--- config.mk ---
export PLATFORM = sky130hd
export DESIGN_NAME = sp_reconfig_seq
export DESIGN_NICKNAME = d
export VERILOG_FILES = /design/src/rtl/rm_pkg.sv /design/src/rtl/rm_tick_gen.sv /design/src/rtl/rm_level_eval.sv /design/src/rtl/rm_mode_fsm.sv /design/src/rtl/sp_reconfig_seq.sv
export SDC_FILE = /design/constraint.sdc
export NUM_CORES = 1
export LEC_CHECK = 0
export BUFFER_PORTS_ARGS = -buffer_cell sky130_fd_sc_hd__buf_2
export CORE_UTILIZATION = 37
export CTS_BUF_LIST = sky130_fd_sc_hd__clkbuf_4 sky130_fd_sc_hd__clkbuf_8 sky130_fd_sc_hd__clkbuf_16
export CTS_CLUSTER_SIZE = 25
export DETAILED_ROUTE_END_ITERATION = 8
export GPL_ROUTABILITY_DRIVEN = 0
export MAX_ROUTING_LAYER = met4
export PLACE_DENSITY = 0.65
export SLEW_MARGIN = 20
export SYNTH_ARGS = -nofsm -noshare
export SYNTH_HDL_FRONTEND = slang
export SYNTH_SLANG_ARGS = --single-unit
--- constraint.sdc ---
create_clock -name clk -period 1.81 [get_ports clk]
set_input_delay 0.0905 -clock clk [delete_from_list [all_inputs] [get_ports clk]]
set_output_delay 0.0905 -clock clk [all_outputs]
set_load 0.02 [all_outputs]
--- src/rtl/rm_pkg.sv ---
package rm_pkg;

  localparam int NGATE = 7;

  typedef enum logic [1:0] {
    MD_NONE  = 2'd0,
    MD_ONE   = 2'd1,
    MD_TWO   = 2'd2,
    MD_THREE = 2'd3
  } mode_e;

  typedef enum logic [1:0] {
    SB_NONE = 2'd0,
    SB_A    = 2'd1,
    SB_B    = 2'd2,
    SB_C    = 2'd3
  } sub_e;

  typedef enum logic [1:0] {
    ST_IDLE = 2'd0,
    ST_DEAD = 2'd1,
    ST_HOLD = 2'd2
  } seq_st_e;

  // switch k+1 is bit k
  function automatic logic [NGATE-1:0] gate_pattern(mode_e m, sub_e s);
    logic [NGATE-1:0] p;
    case (m)
      MD_ONE:   p = 7'h5D;
      MD_THREE: p = 7'h2A;
      MD_TWO: begin
        case (s)
          SB_A:    p = 7'h5A;
          SB_B:    p = 7'h36;
          SB_C:    p = 7'h2D;
          default: p = '0;
        endcase
      end
      default:  p = '0;
    endcase
    return p;
  endfunction

  function automatic sub_e sub_advance(sub_e s, logic chg);
    sub_e n;
    case (s)
      SB_A:    n = chg ? SB_C : SB_B;
      SB_B:    n = chg ? SB_A : SB_C;
      SB_C:    n = chg ? SB_B : SB_A;
      default: n = chg ? SB_C : SB_A;
    endcase
    return n;
  endfunction

endpackage

--- src/rtl/rm_tick_gen.sv ---
module rm_tick_gen #(
  parameter int DIV = 50_000_000
) (
  input  logic clk,
  input  logic rst_n,
  output logic tick_o
);
  localparam int CNT_W = (DIV > 1) ? $clog2(DIV) : 1;
  localparam logic [CNT_W-1:0] LAST = CNT_W'(DIV - 1);

  logic [CNT_W-1:0] cnt_q, cnt_d;
  logic             tick_q, tick_d;
  logic             wrap;

  assign wrap = (cnt_q == LAST);

  always_comb begin
    cnt_d  = wrap ? '0 : cnt_q + 1'b1;
    tick_d = wrap;
  end

  always_ff @(posedge clk or negedge rst_n) begin
    if (!rst_n) begin
      cnt_q  <= '0;
      tick_q <= 1'b0;
    end else begin
      cnt_q  <= cnt_d;
      tick_q <= tick_d;
    end
  end

  assign tick_o = tick_q;

  assert_tick_gap_R11: assert property (@(posedge clk) disable iff (!rst_n)
    tick_q |=> !tick_q);

endmodule

--- src/rtl/rm_level_eval.sv ---
module rm_level_eval
  import rm_pkg::*;
#(
  parameter int NCELL  = 4,
  parameter int CODE_W = 12
) (
  input  logic                    clk,
  input  logic                    rst_n,
  input  logic [NCELL*CODE_W-1:0] cells_i,
  input  logic                    vld_i,
  input  logic [CODE_W-1:0]       hi_i,
  input  logic [CODE_W-1:0]       lo_i,
  output mode_e                   lvl_o,
  output logic                    lvl_vld_o
);
  localparam int SH   = $clog2(NCELL);
  localparam int SUMW = CODE_W + SH;

  logic [CODE_W-1:0] code_a [NCELL];
  logic [SUMW-1:0]   sum;
  logic [CODE_W-1:0] avg_d, avg_q;
  logic              vld_q;

  for (genvar g = 0; g < NCELL; g++) begin : g_unpack
    assign code_a[g] = cells_i[g*CODE_W +: CODE_W];
  end

  always_comb begin
    sum = '0;
    for (int i = 0; i < NCELL; i++) begin
      sum = sum + SUMW'(code_a[i]);
    end
    avg_d = CODE_W'(sum >> SH);
  end

  always_ff @(posedge clk or negedge rst_n) begin
    if (!rst_n) begin
      avg_q <= '0;
      vld_q <= 1'b0;
    end else if (vld_i) begin
      avg_q <= avg_d;
      vld_q <= 1'b1;
    end
  end

  always_comb begin
    if (avg_q >= hi_i)      lvl_o = MD_ONE;
    else if (avg_q >= lo_i) lvl_o = MD_TWO;
    else                    lvl_o = MD_THREE;
  end

  assign lvl_vld_o = vld_q;

  assert_vld_sticky_R2: assert property (@(posedge clk) disable iff (!rst_n)
    vld_q |=> vld_q);

endmodule

--- src/rtl/rm_mode_fsm.sv ---
module rm_mode_fsm
  import rm_pkg::*;
(
  input  logic             clk,
  input  logic             rst_n,
  input  logic             tick_i,
  input  logic             charge_i,
  input  mode_e            lvl_i,
  input  logic             lvl_vld_i,
  output logic [NGATE-1:0] gate_o,
  output mode_e            mode_o,
  output sub_e             sub_o,
  output logic             dead_o
);
  seq_st_e          st_q, st_d;
  mode_e            mode_q, mode_d, nxt_mode;
  sub_e             sub_q, sub_d, entry_sub;
  logic [NGATE-1:0] pat_q, pat_d, gate_q, gate_d;
  logic             pend_q, pend_d;
  logic             step_req;

  always_comb begin
    step_req  = charge_i ? (lvl_i < mode_q) : (lvl_i > mode_q);
    nxt_mode  = charge_i ? mode_e'(mode_q - 2'd1) : mode_e'(mode_q + 2'd1);
    entry_sub = charge_i ? SB_C : SB_A;
  end

  always_comb begin
    st_d   = st_q;
    mode_d = mode_q;
    sub_d  = sub_q;
    pat_d  = pat_q;
    gate_d = gate_q;
    pend_d = pend_q;
    if (tick_i) begin
      case (st_q)
        ST_IDLE: begin
          if (lvl_vld_i) begin
            mode_d = lvl_i;
            sub_d  = (lvl_i == MD_TWO) ? entry_sub : SB_NONE;
            pat_d  = gate_pattern(mode_d, sub_d);
            gate_d = '0;
            pend_d = 1'b0;
            st_d   = ST_DEAD;
          end
        end
        ST_DEAD: begin
          gate_d = pat_q;
          pend_d = step_req;
          st_d   = ST_HOLD;
        end
        ST_HOLD: begin
          if (step_req && pend_q) begin
            mode_d = nxt_mode;
            sub_d  = (nxt_mode == MD_TWO) ? entry_sub : SB_NONE;
            pat_d  = gate_pattern(mode_d, sub_d);
            gate_d = gate_q & pat_d;
            pend_d = 1'b0;
            st_d   = ST_DEAD;
          end else begin
            pend_d = step_req;
            if (mode_q == MD_TWO) begin
              sub_d  = sub_advance(sub_q, charge_i);
              pat_d  = gate_pattern(mode_q, sub_d);
              gate_d = gate_q & pat_d;
              st_d   = ST_DEAD;
            end
          end
        end
        default: st_d = ST_IDLE;
      endcase
    end
  end

  always_ff @(posedge clk or negedge rst_n) begin
    if (!rst_n) begin
      st_q   <= ST_IDLE;
      mode_q <= MD_NONE;
      sub_q  <= SB_NONE;
      pat_q  <= '0;
      gate_q <= '0;
      pend_q <= 1'b0;
    end else begin
      st_q   <= st_d;
      mode_q <= mode_d;
      sub_q  <= sub_d;
      pat_q  <= pat_d;
      gate_q <= gate_d;
      pend_q <= pend_d;
    end
  end

  assign gate_o = gate_q;
  assign mode_o = mode_q;
  assign sub_o  = sub_q;
  assign dead_o = (st_q == ST_DEAD);

  // entering dead time may only drop switches
  assert_gate_drop_R6: assert property (@(posedge clk) disable iff (!rst_n)
    $rose(dead_o) |-> ((gate_o & ~$past(gate_o)) == '0));
  // leaving dead time may only add switches
  assert_gate_rise_R6: assert property (@(posedge clk) disable iff (!rst_n)
    $fell(dead_o) |-> ((gate_o & $past(gate_o)) == $past(gate_o)));
  assert_gate_hold_R6: assert property (@(posedge clk) disable iff (!rst_n)
    (!$rose(dead_o) && !$fell(dead_o)) |-> $stable(gate_o));
  assert_dir_dis_R7: assert property (@(posedge clk) disable iff (!rst_n)
    ((mode_o != $past(mode_o)) && ($past(mode_o) != MD_NONE) && !$past(charge_i))
      |-> (2'(mode_o) == 2'($past(mode_o)) + 2'd1));
  assert_dir_chg_R7: assert property (@(posedge clk) disable iff (!rst_n)
    ((mode_o != $past(mode_o)) && ($past(mode_o) != MD_NONE) && $past(charge_i))
      |-> (2'(mode_o) + 2'd1 == 2'($past(mode_o))));
  assert_sub_mid_R10: assert property (@(posedge clk) disable iff (!rst_n)
    (mode_o == MD_TWO) == (sub_o != SB_NONE));
  assert_off_idle_R2: assert property (@(posedge clk) disable iff (!rst_n)
    (mode_o == MD_NONE) |-> (gate_o == '0 && !dead_o));

endmodule

--- src/rtl/sp_reconfig_seq.sv ---
module sp_reconfig_seq
  import rm_pkg::*;
#(
  parameter int NCELL    = 4,
  parameter int CODE_W   = 12,
  parameter int TICK_DIV = 50_000_000
) (
  input  logic                    clk,
  input  logic                    rst_n,
  input  logic [NCELL*CODE_W-1:0] cell_codes_i,
  input  logic                    codes_vld_i,
  input  logic [CODE_W-1:0]       th_upper_i,
  input  logic [CODE_W-1:0]       th_lower_i,
  input  logic                    charge_i,
  output logic [6:0]              gate_o,
  output logic [1:0]              mode_o,
  output logic [1:0]              sub_o,
  output logic                    dead_o
);
  logic [1:0] rsync_q;
  logic       srst_n;
  logic       tick;
  mode_e      lvl;
  logic       lvl_vld;
  mode_e      mode_s;
  sub_e       sub_s;

  // asynchronous assertion, synchronous release
  always_ff @(posedge clk or negedge rst_n) begin
    if (!rst_n) rsync_q <= 2'b00;
    else        rsync_q <= {rsync_q[0], 1'b1};
  end
  assign srst_n = rsync_q[1];

  rm_tick_gen #(.DIV(TICK_DIV)) u_tick (
    .clk    (clk),
    .rst_n  (srst_n),
    .tick_o (tick)
  );

  rm_level_eval #(.NCELL(NCELL), .CODE_W(CODE_W)) u_level (
    .clk       (clk),
    .rst_n     (srst_n),
    .cells_i   (cell_codes_i),
    .vld_i     (codes_vld_i),
    .hi_i      (th_upper_i),
    .lo_i      (th_lower_i),
    .lvl_o     (lvl),
    .lvl_vld_o (lvl_vld)
  );

  rm_mode_fsm u_fsm (
    .clk       (clk),
    .rst_n     (srst_n),
    .tick_i    (tick),
    .charge_i  (charge_i),
    .lvl_i     (lvl),
    .lvl_vld_i (lvl_vld),
    .gate_o    (gate_o),
    .mode_o    (mode_s),
    .sub_o     (sub_s),
    .dead_o    (dead_o)
  );

  assign mode_o = 2'(mode_s);
  assign sub_o  = 2'(sub_s);

endmodule

==> key figures <==
Logic synthesis
  – Top-count cell post-synth: inv_1
  – Post-synth EDFFs: 0
  – Sequential share of the synthesized area: 0.306
  – Unique masters post-synth: 63
  – Post-synth top flop: dfrtp_1
  – Synth warn: 0
  – Yosys top cell area share: 0.306
  – Synth top cells by count: 84 x inv_1, 63 x dfrtp_1, 60 x ha_1
  – Syn Inst Count: 574
  – Mapped Avg Cell Area: 8.99 um2
  – Syn_nets: 723
  – Synth area leaders: dfrtp_1 31%, ha_1 15%, inv_1 6.1%
  – Synth Register Bits: 63
  – Area leader, netlist: dfrtp_1
  – Synthesized cell area: 5160 um2
  – Synth async-reset ratio: 1.00

Route
  – Post-DR vias/cell: 4.99
  – 1st-pass router iterations: 4
  – Initial DRC Count: ~270
  – Wire per inst: 13.4 um
  – Number of antenna-violating nets in the routed design: 0
  – Post-route DRC: 0
  – Vias: 4876
  – Routed WL: about 13 mm

Clocking
  – Clock transition at path regs: 0.05 ns
  – Clock Latency Late Sink: 0.34 ns
  – Cts bufs inserted: 9
  – CTS sink cnt: 63
  – CTS Root Cell: clkbuf_16
  – Max Buffers Root-to-Sink: 2
  – CTS tree: built
  – Htree depth: 3

Global route
  – GRT met3 Usage: 0.0342
  – GRT busiest layer: met2
  – First-pass GRT wire length: 22.1 mm
  – Largest net degree at the start of global routing: 62
  – Initial antenna violation count: 1
  – Met2 usage: 0.340
  – Total GRT Usage: 0.195
  – GRT Residual Overflow: 0
  – Vias in the first global route: 5111
  – Met1 usage: 0.222

Place
  – Post-DP HPWL: ~10 mm
  – Dpl ws: -1.62 ns
  – # placed instances: 935
  – Port bufs: 87
  – Placed instance area: about 6800 um2

Pwr
  – Reg power frac: 0.222
  – Internal: 5040 uW
  – Switching share of power: 0.343
  – Clock power frac: 0.245
  – Max rail drop VDD: 0.531 mV
  – P_sw: approximately 2600 uW
  – PD cells: 988 nW/um2
  – Tot Pwr: 7670 uW
  – Logic pwr share: 0.533
  – Leak: approximately 0.0040 uW

Floorplanning
  – Core area: 13400 um2
  – IO Count: between 80 and 90
  – Initial core utilization: 0.385
  – Die ar.: between 10000 and 15000 um2
  – Die Height: 120 um
  – FP Rows: 42
  – Die width: 120 um

Timing
  – Final hold vios: 0
  – Post-route clock period utilization: 1.70
  – Worst slew pin tran: about 0.50 ns
  – Final min period: 3.07 ns
  – Worst Skew: 0.00515 ns
  – Highest Clock Rate: 326 MHz
  – Slew Limit Fails: 0
  – Final setup fails: 33
  – Worst Slack Setup Final: -1.26 ns
  – Slew headroom: 0.663
  – RSZ-0062 raised after global routing: yes

Outcome
  – Status: finished with violations
  – Failing checks: negative setup slack

Flow run
  – Number of max-cap violations: 0

Final layout
  – Fin cells: 978
  – Fin util: 0.579
  – Final #Nets: 945
  – Syn-to-layout area delta: 50.4%
  – Fillers: 1133
  – Final instance area: 7760 um2
  – Share of post-route cells with drive strength above 1: 0.433

Min path
  – Hold/Removal Path Class: in -> async

Worst setup path
  – CP Launch Type: flip-flop
  – CP Max Fanout: 5
  – CP arrival: 3.32 ns
  – Worst path required time: 2.06 ns
  – Crit Path Category: reg -> reg
  – CP endpoint kind: flip-flop
cell families after synthesis:
kind of cell    share of synthesized area
mux                                0.0315
compound gates                      0.160
xor+xnor                           0.0747
simple gates                        0.160
fa+ha+maj                           0.196
buf+inv                            0.0711
flops                               0.306
other cells                      0.000727
area by class of cell:
cell class                      count  area, um2  area share
Antenna cell                        1       2.50    0.000323
Clock buffer                        9        225      0.0290
Clock inverter                      7       96.3      0.0124
Inverter                           85        319      0.0411
Multi-Input combinational cell    418       3810       0.491
Sequential cell                    63       1580       0.204
Tap cell                          176        220      0.0284
Timing Repair Buffer              219       1510       0.194
power by group through the flow:
stage | Clock, uW | Combinational [uW] | Sequential [uW]
floorplan | 0 | 2080 | 1680
global placement | 0 | 3130 | 1710
detailed placement | 0 | 3250 | 1700
CTS | 1910 | 3850 | 1690
global route | 1960 | 4490 | 1720
finish | 1880 | 4090 | 1700
worst max-delay path: stages, from the launching register on:
cell,delay [ns]
dfrtp_1,0.43
buf_6,0.15
ha_4,0.25
nand2_1,0.06
nor3_2,0.19
a21oi_2,0.10
o21ai_2,0.19
nand2_2,0.10
inv_2,0.07
ha_4,0.20
a21oi_4,0.17
o21ai_2,0.09
a21boi_2,0.24
buf_4,0.18
o21ai_4,0.07
or2_4,0.29
o211ai_1,0.19
flip-flops by register name, indices dropped and copies added (netlist names):
name	count
u_fsm.pat_q	7
u_tick.cnt_q	26
u_fsm.gate_o	7
u_tick.tick_o	1
rsync_q	2
u_fsm.st_q	2
u_fsm.pend_q	1
u_level.lvl_vld_o	1
u_level.avg_q	12
u_fsm.mode_o	2
u_fsm.sub_o	2
cells in the final DEF, fill, tap and decap left out, drive strengths merged, types with 10 or more instances in the layout:
cell type | netlist | final
buf | 4 | 218
inv | 85 | 86
dfrtp | 63 | 63
ha | 60 | 60
nand2 | 48 | 48
nor2 | 38 | 38
a21oi | 28 | 28
xor2 | 26 | 26
o21ai | 23 | 23
nand3 | 19 | 19
xnor2 | 18 | 18
nor3 | 14 | 14
fa | 13 | 13
and3 | 10 | 10
mux2 | 10 | 10
what timing repair did:
item | 4_1_cts | 5_1_grt
hold buffers | 1 | 0
endpoints found under the hold margin | 2 | 0
gates resized for setup | 58 | 28
endpoints found under the setup margin | 33 | 47
buffers inserted | 22 | 4
pin swaps | 42 | 22
final timing paths:
| kind | start | to | slack [ns] | cells past startpoint |
|---|---|---|---|---|
| setup / recovery | u_level.avg_q[5] | u_fsm.gate_o[0] | -1.26 | 16 |
| hold / removal | rst_n | rsync_q[0] | 0.08 | 2 |
| setup reg to reg | u_level.avg_q[5] | u_fsm.gate_o[0] | -1.26 | 16 |
| hold reg to reg | rsync_q[1] | u_tick.cnt_q[7] | 0.26 | 1 |
| max in group asynchronous | rsync_q[1] | u_level.avg_q[2] | 1.25 | 1 |
| min in group clk | codes_vld_i | u_level.avg_q[5] | 0.19 | 2 |
stage by stage:
step / setup TNS, ns / hold WS [ns]
detailed placement: -41.68 / -0.119
finish: -34.56 / 0.0817
global route: -39.42 / 0.0947
floorplan: -32.22 / -0.205
CTS: -34.07 / 0.0776
global placement: -39.57 / -0.123
layer usage:
| layer | share of wire | vias to the layer above |
|---|---|---|
| li1 | - | 2422 |
| met1 | 0.44 | 2324 |
| met2 | 0.51 | 106 |
| met3 | 0.033 | 24 |
| met4 | 0.023 | 0 |
| met5 | 0 | - |
No activity file was read; power rests on OpenSTA's default activity.
